--- config.mk ---
export PLATFORM = sky130hd
export DESIGN_NAME = cmd_regbuf
export DESIGN_NICKNAME = d
export VERILOG_FILES = /design/src/rtl/cmd_regbuf_pkg.sv /design/src/rtl/cmd_regbuf_ctrl.sv /design/src/rtl/cmd_regbuf_dp.sv /design/src/rtl/cmd_regbuf.sv
export SDC_FILE = /design/constraint.sdc
export NUM_CORES = 1
export LEC_CHECK = 0
export BUFFER_PORTS_ARGS = -buffer_cell sky130_fd_sc_hd__buf_2
export CAP_MARGIN = 30
export CELL_PAD_IN_SITES_DETAIL_PLACEMENT = 1
export CELL_PAD_IN_SITES_GLOBAL_PLACEMENT = 2
export CORE_ASPECT_RATIO = 0.6
export CORE_MARGIN = 4
export CORE_UTILIZATION = 32
export CTS_BUF_LIST = sky130_fd_sc_hd__clkbuf_4 sky130_fd_sc_hd__clkbuf_8
export CTS_CLUSTER_DIAMETER = 100
export DETAILED_ROUTE_END_ITERATION = 12
export PLACE_DENSITY = 0.95
export SYNTH_ARGS = -nofsm -noshare
export SYNTH_HDL_FRONTEND = slang
export SYNTH_SLANG_ARGS = --single-unit
--- constraint.sdc ---
create_clock -name clk -period 4.4 [get_ports clk]
set_input_delay 0.88 -clock clk [delete_from_list [all_inputs] [get_ports clk]]
set_output_delay 0.88 -clock clk [all_outputs]
set_load 0.01 [all_outputs]
--- src/rtl/cmd_regbuf_pkg.sv ---
package cmd_regbuf_pkg;
  // Strobes from the control half to the datapath half.
  typedef struct packed {
    logic loadData;  // at least one rank selected: data lanes capture
    logic checkEn;   // parity result of this edge counts
    logic dualMode;  // fan-out topology
    logic selB;      // upper slice feeds the lanes (register B)
  } strobe_t;
endpackage

--- src/rtl/cmd_regbuf_ctrl.sv ---
module cmd_regbuf_ctrl
  import cmd_regbuf_pkg::*;
#(
  parameter int CS_W = 2
) (
  input  logic            clk,
  input  logic            rstN,
  input  logic [1:0]      cfgIn,
  input  logic [CS_W-1:0] csNIn,
  output strobe_t         strb
);
  logic       cfgLocked;
  logic [1:0] cfgHeld;
  logic [1:0] cfgEff;

  // Topology is frozen at the first edge after reset.
  always_ff @(posedge clk or negedge rstN) begin
    if (!rstN) begin
      cfgLocked <= 1'b0;
      cfgHeld   <= '0;
    end else if (!cfgLocked) begin
      cfgLocked <= 1'b1;
      cfgHeld   <= cfgIn;
    end
  end

  assign cfgEff = cfgLocked ? cfgHeld : cfgIn;

  always_comb begin
    strb.dualMode = cfgEff[0];
    strb.selB     = cfgEff[0] & cfgEff[1];
    strb.loadData = ~(&csNIn);
    strb.checkEn  = ~(&csNIn);
  end
endmodule

--- src/rtl/cmd_regbuf_dp.sv ---
module cmd_regbuf_dp
  import cmd_regbuf_pkg::*;
#(
  parameter int WIDE_W   = 25,
  parameter int NARROW_W = 14,
  parameter int CS_W     = 2
) (
  input  logic                clk,
  input  logic                rstN,
  input  strobe_t             strb,
  input  logic [WIDE_W-1:0]   dIn,
  input  logic                parIn,
  input  logic [CS_W-1:0]     csNIn,
  input  logic                ckeIn,
  input  logic                odtIn,
  output logic [WIDE_W-1:0]   qA,
  output logic [NARROW_W-1:0] qB,
  output logic [CS_W-1:0]     csNOut,
  output logic                ckeOut,
  output logic                odtOut,
  output logic                errFlag
);
  localparam int PAD_W = WIDE_W - NARROW_W;

  logic [NARROW_W-1:0] selWord;
  logic [WIDE_W-1:0]   nextA;
  logic [NARROW_W-1:0] nextB;
  logic                parOdd;
  logic                errNow;
  logic                errStage;

  always_comb begin
    selWord = strb.selB ? dIn[WIDE_W-1 -: NARROW_W] : dIn[NARROW_W-1:0];
    if (strb.dualMode) begin
      nextA  = {{PAD_W{1'b0}}, selWord};
      nextB  = selWord;
      parOdd = (^selWord) ^ parIn;
    end else begin
      nextA  = dIn;
      nextB  = '0;
      parOdd = (^dIn) ^ parIn;
    end
    errNow = parOdd & strb.checkEn;
  end

  // Chip-select gated data lanes.
  always_ff @(posedge clk or negedge rstN) begin
    if (!rstN) begin
      qA <= '0;
      qB <= '0;
    end else if (strb.loadData) begin
      qA <= nextA;
      qB <= nextB;
    end
  end

  // Sideband outputs and the two-stage parity pipeline.
  always_ff @(posedge clk or negedge rstN) begin
    if (!rstN) begin
      csNOut   <= '0;
      ckeOut   <= 1'b0;
      odtOut   <= 1'b0;
      errStage <= 1'b0;
      errFlag  <= 1'b0;
    end else begin
      csNOut   <= csNIn;
      ckeOut   <= ckeIn;
      odtOut   <= odtIn;
      errStage <= errNow;
      errFlag  <= errStage;
    end
  end
endmodule

--- src/rtl/cmd_regbuf.sv ---
module cmd_regbuf
  import cmd_regbuf_pkg::*;
#(
  parameter int WIDE_W   = 25,
  parameter int NARROW_W = 14,
  parameter int CS_W     = 2
) (
  input  logic                clk,
  input  logic                rstN,
  input  logic [1:0]          cfgIn,
  input  logic [WIDE_W-1:0]   dIn,
  input  logic                parIn,
  input  logic [CS_W-1:0]     csNIn,
  input  logic                ckeIn,
  input  logic                odtIn,
  output logic [WIDE_W-1:0]   qA,
  output logic [NARROW_W-1:0] qB,
  output logic [CS_W-1:0]     csNOut,
  output logic                ckeOut,
  output logic                odtOut,
  output logic                qerrN,
  output logic                qerrDrive
);
  strobe_t strb;
  logic    errFlag;

  cmd_regbuf_ctrl #(.CS_W(CS_W)) i_ctrl (
    .clk  (clk),
    .rstN (rstN),
    .cfgIn(cfgIn),
    .csNIn(csNIn),
    .strb (strb)
  );

  cmd_regbuf_dp #(.WIDE_W(WIDE_W), .NARROW_W(NARROW_W), .CS_W(CS_W)) i_dp (
    .clk    (clk),
    .rstN   (rstN),
    .strb   (strb),
    .dIn    (dIn),
    .parIn  (parIn),
    .csNIn  (csNIn),
    .ckeIn  (ckeIn),
    .odtIn  (odtIn),
    .qA     (qA),
    .qB     (qB),
    .csNOut (csNOut),
    .ckeOut (ckeOut),
    .odtOut (odtOut),
    .errFlag(errFlag)
  );

  // Open-drain style error: pulled low while flagged, released otherwise.
  assign qerrN     = ~errFlag;
  assign qerrDrive = errFlag;
endmodule

**Yosys cells after proc, flatten, opt, wreduce, memory -nomap -nowiden**

Cells that the tools add are included.

- Bits in registers: 48
- Bits in read-only memories: 0
- Latch bits: 0
- Output and inout port bits: 45
- Logic and storage cells: 23
- Bits in writable memories: 0
- Bits of input ports: 34
- Memories: 0

- $add $sub $neg: 0
- Reduce and logical (&&, ||, !) cells: 3
- Div/mod/pow operators: 0
- Shift-type cells: 0
- Bitwise operators: 6
- Multiply operators: 0
- Equality and inequality tests: 0
- $lt $le $gt $ge: 0
- Multiplexer cells: 5

Operators by type and width:

| operator | number |
|---|---|
| 14-bit 2-to-1 mux | 2 |
| 25-bit 2-to-1 mux | 1 |
| 25-bit parity | 1 |
| 14-bit parity | 1 |
| 1-bit AND | 2 |
| 2-bit 2-to-1 mux | 1 |
| 1-bit inverter | 2 |
| 2-bit AND reduction | 1 |
| 1-bit XOR | 2 |
| 1-bit 2-to-1 mux | 1 |

**Longest topological paths before layout**

Gate-level depths: netlist (run 1).

- Word-level depth: 7
- Mapped depth: 7
- Depth with buffers taken out: 7

**By module**

Synthesis (run 1) repeated with hierarchy kept, for this count alone.

- Cells, all modules: 213
- Area, all modules: 2373.5 sq um

By module, submodules not included:

| module | cells an instance | area each (sq um) | sequential area each (sq um) | times used |
|---|---|---|---|---|
| cmd_regbuf_dp | 200 | 2235.9 | 1126.1 | 1 |
| cmd_regbuf_ctrl | 12 | 133.9 | 75.1 | 1 |
| cmd_regbuf | 1 | 3.8 | 0.0 | 1 |

**Worst setup path before layout (run 1)**

Ideal clock, no wire load.

- Path type: input to register
- From: input dIn[5]
- To: register i_dp.errStage
- Arrival time: 2.208 ns
- Slack: 2.112 ns
- Data required time: 4.321 ns
- Stages: 7
- Setup time: 0.079 ns
- Path buffers: 0
- Cells stage by stage: xor2_1 xnor3_1 xnor2_1 mux2i_1 xnor2_1 mux2i_1 mux2i_1

- Longest elaborated chain between the ends: 5
- Elaborated cells on any way between the ends: 7
- Classes of those cells: 2 x mux; 3 x bitwise; 2 x reduce/logical

RTL lines:

| what | RTL line | source |
|---|---|---|
| start, declared | cmd_regbuf.sv:11 | `input logic [WIDE_W-1:0] dIn,` |
| 14-bit 2-to-1 mux | cmd_regbuf_dp.sv:33 | `selWord = strb.selB ? dIn[WIDE_W-1 -: NARROW_W] : dIn[NARROW_W-1:0];` |
| 14-bit parity | cmd_regbuf_dp.sv:37 | `parOdd = (^selWord) ^ parIn;` |
| 1-bit XOR | cmd_regbuf_dp.sv:37 |  |
| 1-bit 2-to-1 mux * | cmd_regbuf_dp.sv:34 | `if (strb.dualMode) begin` |
| 1-bit AND * | cmd_regbuf_dp.sv:43 | `errNow = parOdd & strb.checkEn;` |
| net i_dp.errNow | cmd_regbuf_dp.sv:29 | `logic errNow;` |
| end signal, assigned | cmd_regbuf_dp.sv:69 | `errStage <= errNow;` |
| end, declared | cmd_regbuf_dp.sv:30 | `logic errStage;` |

Mark *: on every way through the listed nets, which the timed path passes. The rest lies on a longest branch.
A chain may end at the register's enable or synchronous reset.

**Worst setup path after layout (run 1)**

- From: input dIn[6]
- To: register i_dp.errStage

Same word-level chain as after synthesis.

==> metrics.txt, run 1 <==
share of cells above drive strength 1 approximately 33%; mapped cell area between 0.002 and 0.0025 mm2; Worst Setup End Kind register; CTS H-Tree Depth 2; syn avg cell area roughly 11 um2; CTS tree yes; Worst path most repeated cell mux2i_1; Gate Count Post-Synth about 210; Starting Density about a third; number of antenna violations at the first check in global routing 0; global-route wire length before repair 9660 um; Die ar. roughly 0.0082 mm2; worst-skew pair later-pin latency 300 ps; clock buffer depth 2; GRT overflow 0; # DRC 0; DIE HEIGHT 71.6 um; largest cells by area after synthesis dfrtp_1, mux2i_1, xnor2_1; drt wl/cell ~16 um; via-per-instance ratio approximately 4.7; # diodes 0; critical setup path kind in -> reg; post-synthesis cell type count 21; Syn Nets approximately 240; max_cap viols 0; VDD IR max about 150 uV; Tot GR Track Use approximately 15%; root buffer cell clkbuf_8; status complete, no violations; Pwr Total around 1.1 mW; post-synth top area share a little under three fifths; clk_skew ~6.1 ps; Ports between 70 and 80; CP max stage delay 450 ps; total of fill cells in the finished design between 700 and 800; I/O Buffers 78; area delta synth->final 27.8%; Seq cells post-synth 48; CTS Hold Buffers Added 0; Worst R2R Path Depth 7; Slew Limit Fails 0; commonest non-fill, non-tap cells in the layout buf_2, dfrtp_1, nand2_1; CP Max Fanout 2; Detailed Place HPWL ~4500 um; setup bufs post-CTS 0; placed insts 360; hold crit path type reg -> reg; Startpoint Class primary input; fin crit share between 50% and 60%; Die Wd ~110 um; commonest non-fill, non-tap cell in the layout buf_2; Iter 0 DRT Violations 27; Worst Path Arrival between 2000 and 3000 ps; leading area contributor after synthesis dfrtp_1; CTS clk-pin slew, worst paths 90 ps; Finished Layout Cells 369; vias in the first global route around 1900; post-cts resize count 0; CTS Buf Count 5; Routed WL roughly 6000 um; Pleak between 1 and 1.5 nW; largest net degree at the start of global routing 42; RSZ-0062 raised after global routing false; Tmin final roughly 2300 ps; slowest CP cell xnor3_1; Final setup viols 0; Synth warnings 0; Post-DRT Antenna Nets 0; setup TNS 0 ps; CP Cell Sequence buf_2, xor2_1, xnor3_1, xnor2_1, mux2i_1, xnor2_1, mux2i_1, mux2i_1; hold depth 0; Final Hold Fails 0; Worst Max-Slew Pin Slew 545 ps; Worst slew margin 63.7%; Critical Path RT around 4600 ps; num rows 22; post-synthesis sequential area ratio a little under three fifths; fmax about 430 MHz; pwr dens roughly 400 mW/mm2; GPL Wtd Cong around 0.71; core area about 0.0063 mm2; vias 1726; Nets about 320; clk sinks 48; iteration count of the initial detailed-routing pass 6
## final timing paths
check	from	end	slack [ps]
max	dIn[6]	i_dp.errStage	2060
min	i_dp.errStage	i_dp.errFlag	370
max reg2reg	i_ctrl.cfgLocked	i_dp.errStage	2280
min reg2reg	i_dp.errStage	i_dp.errFlag	370
max in group asynchronous	rstN	i_dp.qB[3]	3310
min in group asynchronous	rstN	i_dp.qB[7]	550
## flip-flops by register name (all words and copies together), names as in the netlist
name / cells
i_dp.qA: 25
i_dp.csNOut: 2
i_dp.errFlag: 1
i_dp.ckeOut: 1
i_dp.errStage: 1
i_ctrl.cfgLocked: 1
i_dp.odtOut: 1
i_dp.qB: 14
i_ctrl.cfgHeld: 2
## through the flow
stage	worst slack [ps]	hold WS [ps]	cell area (um2)	utilization, %
after floorplan	2110	331	2160	-
after global placement	1820	338	2630	41.5
after detailed placement	1780	348	2650	41.8
after CTS	2070	369	2740	43.3
after global routing	1920	374	2760	43.5
final	2060	366	2760	43.5
## per-layer routing
layer / up-vias / wire [um] / global-route usage [%] / share of wire (%)
li1: 829 / - / - / -
met1: 825 / 2950 / 22.0 / 49
met2: 64 / 2470 / 21.9 / 41
met3: 8 / 520 / 5.82 / 8.7
met4: 0 / 41 / 3.16 / 0.69
met5: - / 0 / 0 / 0
## kinds of logic (layout without fill, tap and decap cells)
group,after synthesis,count (layout),synth area share (%)
other,1,1,0.174
XOR/XNOR,26,26,12.8
buffers and inverters,12,92,2.15
multiplexers,19,19,8.87
AO/OA/AOI/OAI,29,29,6.79
AND/OR/NAND/NOR,70,70,13.5
flip-flops,48,48,55.7
## worst max-delay path: cells and delay by family
family,cells,cell delay (ps)
mux,3,510
buf+inv,1,110
xor+xnor,4,1070
## report_power, final
part	switching (mW)	internal, mW	total, mW	leakage, nW
sequential	0.0266	0.493	0.519	0.589
combinational	0.160	0.137	0.296	0.750
clock	0.150	0.126	0.276	0.0510
total	0.336	0.755	1.09	1.39
## area by class of cell
cell class	count	area, um2	area share, %
Sequential cell	48	1200	43.6
Multi-Input combinational cell	145	910	33.0
Timing Repair Buffer	82	440	16.0
Tap cell	84	105	3.81
Clock buffer	6	82.6	3.00
Clock inverter	2	10.0	0.363
Inverter	2	7.51	0.272
## synth_stat cells
cell type / n
nand3_1: 12
mux2_2: 1
a31oi_1: 1
inv_1: 2
buf_2: 1
dfrtp_1: 48
a21oi_1: 14
nor2_1: 14
nand2_2: 1
xor2_1: 5
clkbuf_1: 9
nand2_1: 39
xnor3_1: 3
o21ai_0: 14
conb_1: 1
xnor2_2: 1
nand3b_1: 1
nand2b_1: 1
mux2i_1: 18
and2_1: 2
xnor2_1: 17
(Power assumes the default switching activity.)
==> run 2: changes to the inputs <==
- CORE_UTILIZATION: 32 -> 30
- PLACE_DENSITY: 0.95 -> 0.9
- clock period: 4.4 -> 2.4 ns (I/O delays scaled with it)
==> metrics.txt, run 2 (synthesis gave the netlist of run 1 again) <==
max FFs per register 25; Pleak between 1 and 1.5 nW; Critical Path RT about 2600 ps; Nets between 300 and 400; Worst Path Arrival 2130 ps; Worst Max-Slew Pin Slew around 850 ps; num rows 23; CTS clk-pin slew, worst paths approximately 90 ps; iteration count of the initial detailed-routing pass 4; Startpoint Class primary input; Tot GR Track Use around 15%; max_cap viols 0; clk sinks 48; GPL Wtd Cong 0.793; drt wl/cell approximately 17 um; CTS Buf Count 5; Reg-to-Reg End i_dp.errStage; pwr dens approximately 780 mW/mm2; Critical Path Start dIn[6]; Top Registers i_dp.qA: 25 flops, i_dp.qB: 14 flops; largest net degree at the start of global routing 37; RSZ-0062 raised after global routing false; CTS tree yes; post-cts resize count 0; # DRC 0; Ports 79; largest reg by FF count i_dp.qA; GRT overflow 0; hold crit path type in -> async; critical setup path kind in -> reg; vias in the first global route ~2000; status complete, no violations; clock buffer depth 2; Post-Route Utilization slightly above 40%; # diodes 0; placed insts 366; Post-DRT Antenna Nets 0; worst-skew pair later-pin latency 300 ps; Worst slew margin approximately 44%; DIE HEIGHT 73.7 um; Detailed Place HPWL around 4800 um; VDD IR max roughly 360 uV; Worst Setup End Kind register; Finished Layout Cells approximately 370; Starting Density between 30% and 40%; root buffer cell clkbuf_8; setup bufs post-CTS 0; number of antenna violations at the first check in global routing 0; core area between 0.006 and 0.007 mm2; Final Hold Fails 0; Reg2Reg Launch Point i_ctrl.cfgLocked; I/O Buffers 78; Die ar. ~0.0087 mm2; commonest non-fill, non-tap cell in the layout buf_2; CTS Hold Buffers Added 0; CP Max Fanout 2; Die Wd roughly 120 um; fin crit share between 70% and 80%; Slew Limit Fails 0; setup TNS 0 ps; Critical Path Sink i_dp.errStage; Routed WL between 6000 and 7000 um; via-per-instance ratio about 4.7; Worst R2R Path Depth 7; global-route wire length before repair a little over 10000 um; worst reg-to-reg setup slack 610 ps; clk_skew 11.9 ps; CTS H-Tree Depth 2; Iter 0 DRT Violations 77; vias around 1800; share of cells above drive strength 1 between 30% and 40%; area delta synth->final 30.1%; fmax around 530 MHz; Final setup viols 0; Tmin final 1900 ps; commonest non-fill, non-tap cells in the layout buf_2, dfrtp_1, nand2_1
-- run 2: cell types whose count changed in the layout (fill, tap and decap cells not counted) --
cell / previous run / this run
buf_12: 1 / 0
buf_4: 2 / 6
bufinv_16: 0 / 2
clkbuf_8: 6 / 5
clkinv_2: 2 / 0
-- run 2: layer usage --
layer | global-route usage (%) | routed length (um) | vias up
met1 | 19.6 | 3050 | 866
li1 | - | - | 837
met5 | 0 | 0 | -
met2 | 24.0 | 2670 | 57
met3 | 5.77 | 457 | 2
met4 | 2.73 | 31 | 0
-- run 2: worst min path at each step --
stage	to	slack, ps	depth (start not counted)
global route	i_dp.odtOut	260	1
floorplan	i_ctrl.cfgHeld[0]	180	0
finish	i_dp.qA[7]	280	1
detailed placement	i_dp.errFlag	360	0
global placement	i_dp.errFlag	360	0
CTS	i_dp.odtOut	260	1
-- run 2: through the flow --
| stage | setup WS (ps) | hold slack [ps] | total power [mW] | instance area, um2 |
|---|---|---|---|---|
| 2_1_floorplan | 512 | 184 | 1.29 | 2160 |
| 3_3_place_gp | 246 | 358 | 1.51 | 2660 |
| 3_5_place_dp | 190 | 357 | 1.52 | 2660 |
| 4_1_cts | 482 | 265 | 2.22 | 2790 |
| 5_1_grt | 341 | 258 | 2.31 | 2810 |
| 6_report | 502 | 277 | 2.18 | 2810 |
-- run 2: power by group --
part | internal [mW] | switching [mW] | leakage (nW)
Clock | 0.410 | 0.269 | 0.0642
Combinational | 0.252 | 0.295 | 0.760
Sequential | 0.904 | 0.0505 | 0.589
Total | 1.57 | 0.615 | 1.41
-- run 2: final cells by class --
cell class                 instances  area (um2)
multi-input combinational        145         910
sequential                        48        1200
timing repair buffer              85         450
inverter                           2        7.51
clock inverter                     2        60.1
clock buffer                       5        68.8
fill                             805        4010
tap                               87         109
-- run 2: worst max-delay path, cell delays in order --
cell	delay, ps
buf_2	110
xor2_1	220
xnor3_1	460
xnor2_1	240
mux2i_1	120
xnor2_1	130
mux2i_1	160
mux2i_1	190
==> run 3: changes to the inputs <==
- clock period: 2.4 -> 1.98 ns (I/O delays scaled with it)
==> metrics.txt, run 3 (synthesis gave the netlist of run 1 again) <==
vias roughly 1700; clk sinks 48; Top Registers i_dp.qA: 25 flops, i_dp.qB: 14 flops; fmax ~550 MHz; max FFs per register 25; clock buffer depth 2; GPL Wtd Cong 0.751; max_cap viols 0; commonest non-fill, non-tap cells in the layout buf_2, dfrtp_1, nand2_1; Reg-to-Reg End i_dp.errStage; worst reg-to-reg setup slack 170 ps; Tot GR Track Use between 10% and 20%; Worst Path Arrival between 2000 and 2500 ps; Worst slew margin between 60% and 70%; setup TNS 0 ps; Die Wd around 120 um; Routed WL between 6000 and 7000 um; root buffer cell clkbuf_8; Iter 0 DRT Violations 75; Final setup viols 0; vias in the first global route 1943; storage element area about 0.0012 mm2; core area around 0.0068 mm2; total of fill cells in the finished design 810; Detailed Place HPWL ~4800 um; Slew Limit Fails 0; status complete, no violations; pwr dens 867 mW/mm2; Starting Density a little under a third; hold crit path type in -> async; Final Hold Fails 0; iteration count of the initial detailed-routing pass 4; Nets around 320; # DRC 0; critical setup path kind reg -> reg; largest reg by FF count i_dp.qA; Startpoint Class register; Reg2Reg Launch Point i_ctrl.cfgLocked; Critical Path Start i_ctrl.cfgLocked; largest net degree at the start of global routing 37; share of cells above drive strength 1 33.8%; Pleak 1.41 nW; placed insts around 370; Post-DRT Antenna Nets 0; GRT overflow 0; Tmin final approximately 1800 ps; CTS Hold Buffers Added 0; Worst Setup End Kind register; Worst Max-Slew Pin Slew 571 ps; CTS tree yes; Finished Layout Cells roughly 380; number of antenna violations at the first check in global routing 0; VDD IR max roughly 280 uV; Die ar. 0.00866 mm2; Worst R2R Path Depth 7; RSZ-0062 raised after global routing false; post-cts resize count 0; setup bufs post-CTS 0; Post-Route Utilization between 40% and 50%; CTS Buf Count 5; fin crit share between 90% and 100%; multi-input logic area ~910 um2; I/O Buffers 78; global-route wire length before repair 10100 um; drt wl/cell around 16 um; CTS clk-pin slew, worst paths ~90 ps; Critical Path Sink i_dp.errStage; # diodes 0; worst-skew pair later-pin latency 300 ps; num rows 23; CTS H-Tree Depth 2; Critical Path RT ~2200 ps; commonest non-fill, non-tap cell in the layout buf_2; DIE HEIGHT about 74 um; CP Max Fanout 15; Ports 79; via-per-instance ratio ~4.6; area delta synth->final 29.5%; clk_skew approximately 6.8 ps
run 3: cell types whose count changed in the layout (fill, tap and decap cells not counted), sizes merged:
cell and change:
clkbuf +1, bufinv -2, buf +3, clkinv +1
run 3: final cells by class:
| type | count | share of cell area [%] |
|---|---|---|
| repair buffers | 88 | 17.4 |
| clock inverters | 1 | 0.179 |
| multi-input cells | 145 | 32.6 |
| inverters | 2 | 0.269 |
| flip-flops and latches | 48 | 43.0 |
| well taps | 87 | 3.90 |
| clock buffers | 6 | 2.73 |
run 3: power by group:
group | switching [mW] | total [mW] | internal [mW]
sequential | 0.0592 | 1.15 | 1.10
combinational | 0.366 | 0.688 | 0.323
clock | 0.324 | 0.579 | 0.255
run 3: per-stage QoR:
step	area [um2]	total power [mW]	worst slack, ps	hold WS (ps)
final	2790	2.42	166	75.4
after detailed placement	2700	1.87	-110	357
after global routing	2790	2.58	10.9	113
after CTS	2780	2.46	142	83.6
after global placement	2700	1.84	-66.7	358
after floorplan	2160	1.57	176	100
run 3: worst min path at each step:
stage                         to  cells past startpoint  slack (ps)
5_1_grt              i_dp.qB[13]                      1         110
3_5_place_dp        i_dp.errFlag                      0         360
6_report             i_dp.qB[13]                      1          80
2_1_floorplan  i_ctrl.cfgHeld[0]                      0         100
4_1_cts              i_dp.qB[13]                      1          80
3_3_place_gp        i_dp.errFlag                      0         360
run 3: routing by layer:
layer | up-vias | routed length, um | track usage [%]
met2 | 60 | 2700 | 24.1
met3 | 3 | 498 | 5.54
met5 | - | 0 | 0
met1 | 840 | 2960 | 19.9
met4 | 0 | 31 | 3.12
li1 | 840 | - | -
run 3: worst max-delay path: stages (launching register included):
cell      delay, ps
dfrtp_1         430
nand3b_1        210
nand2_2         110
buf_4           280
mux2i_1         250
xnor2_1          90
mux2i_1         190
mux2i_1         190
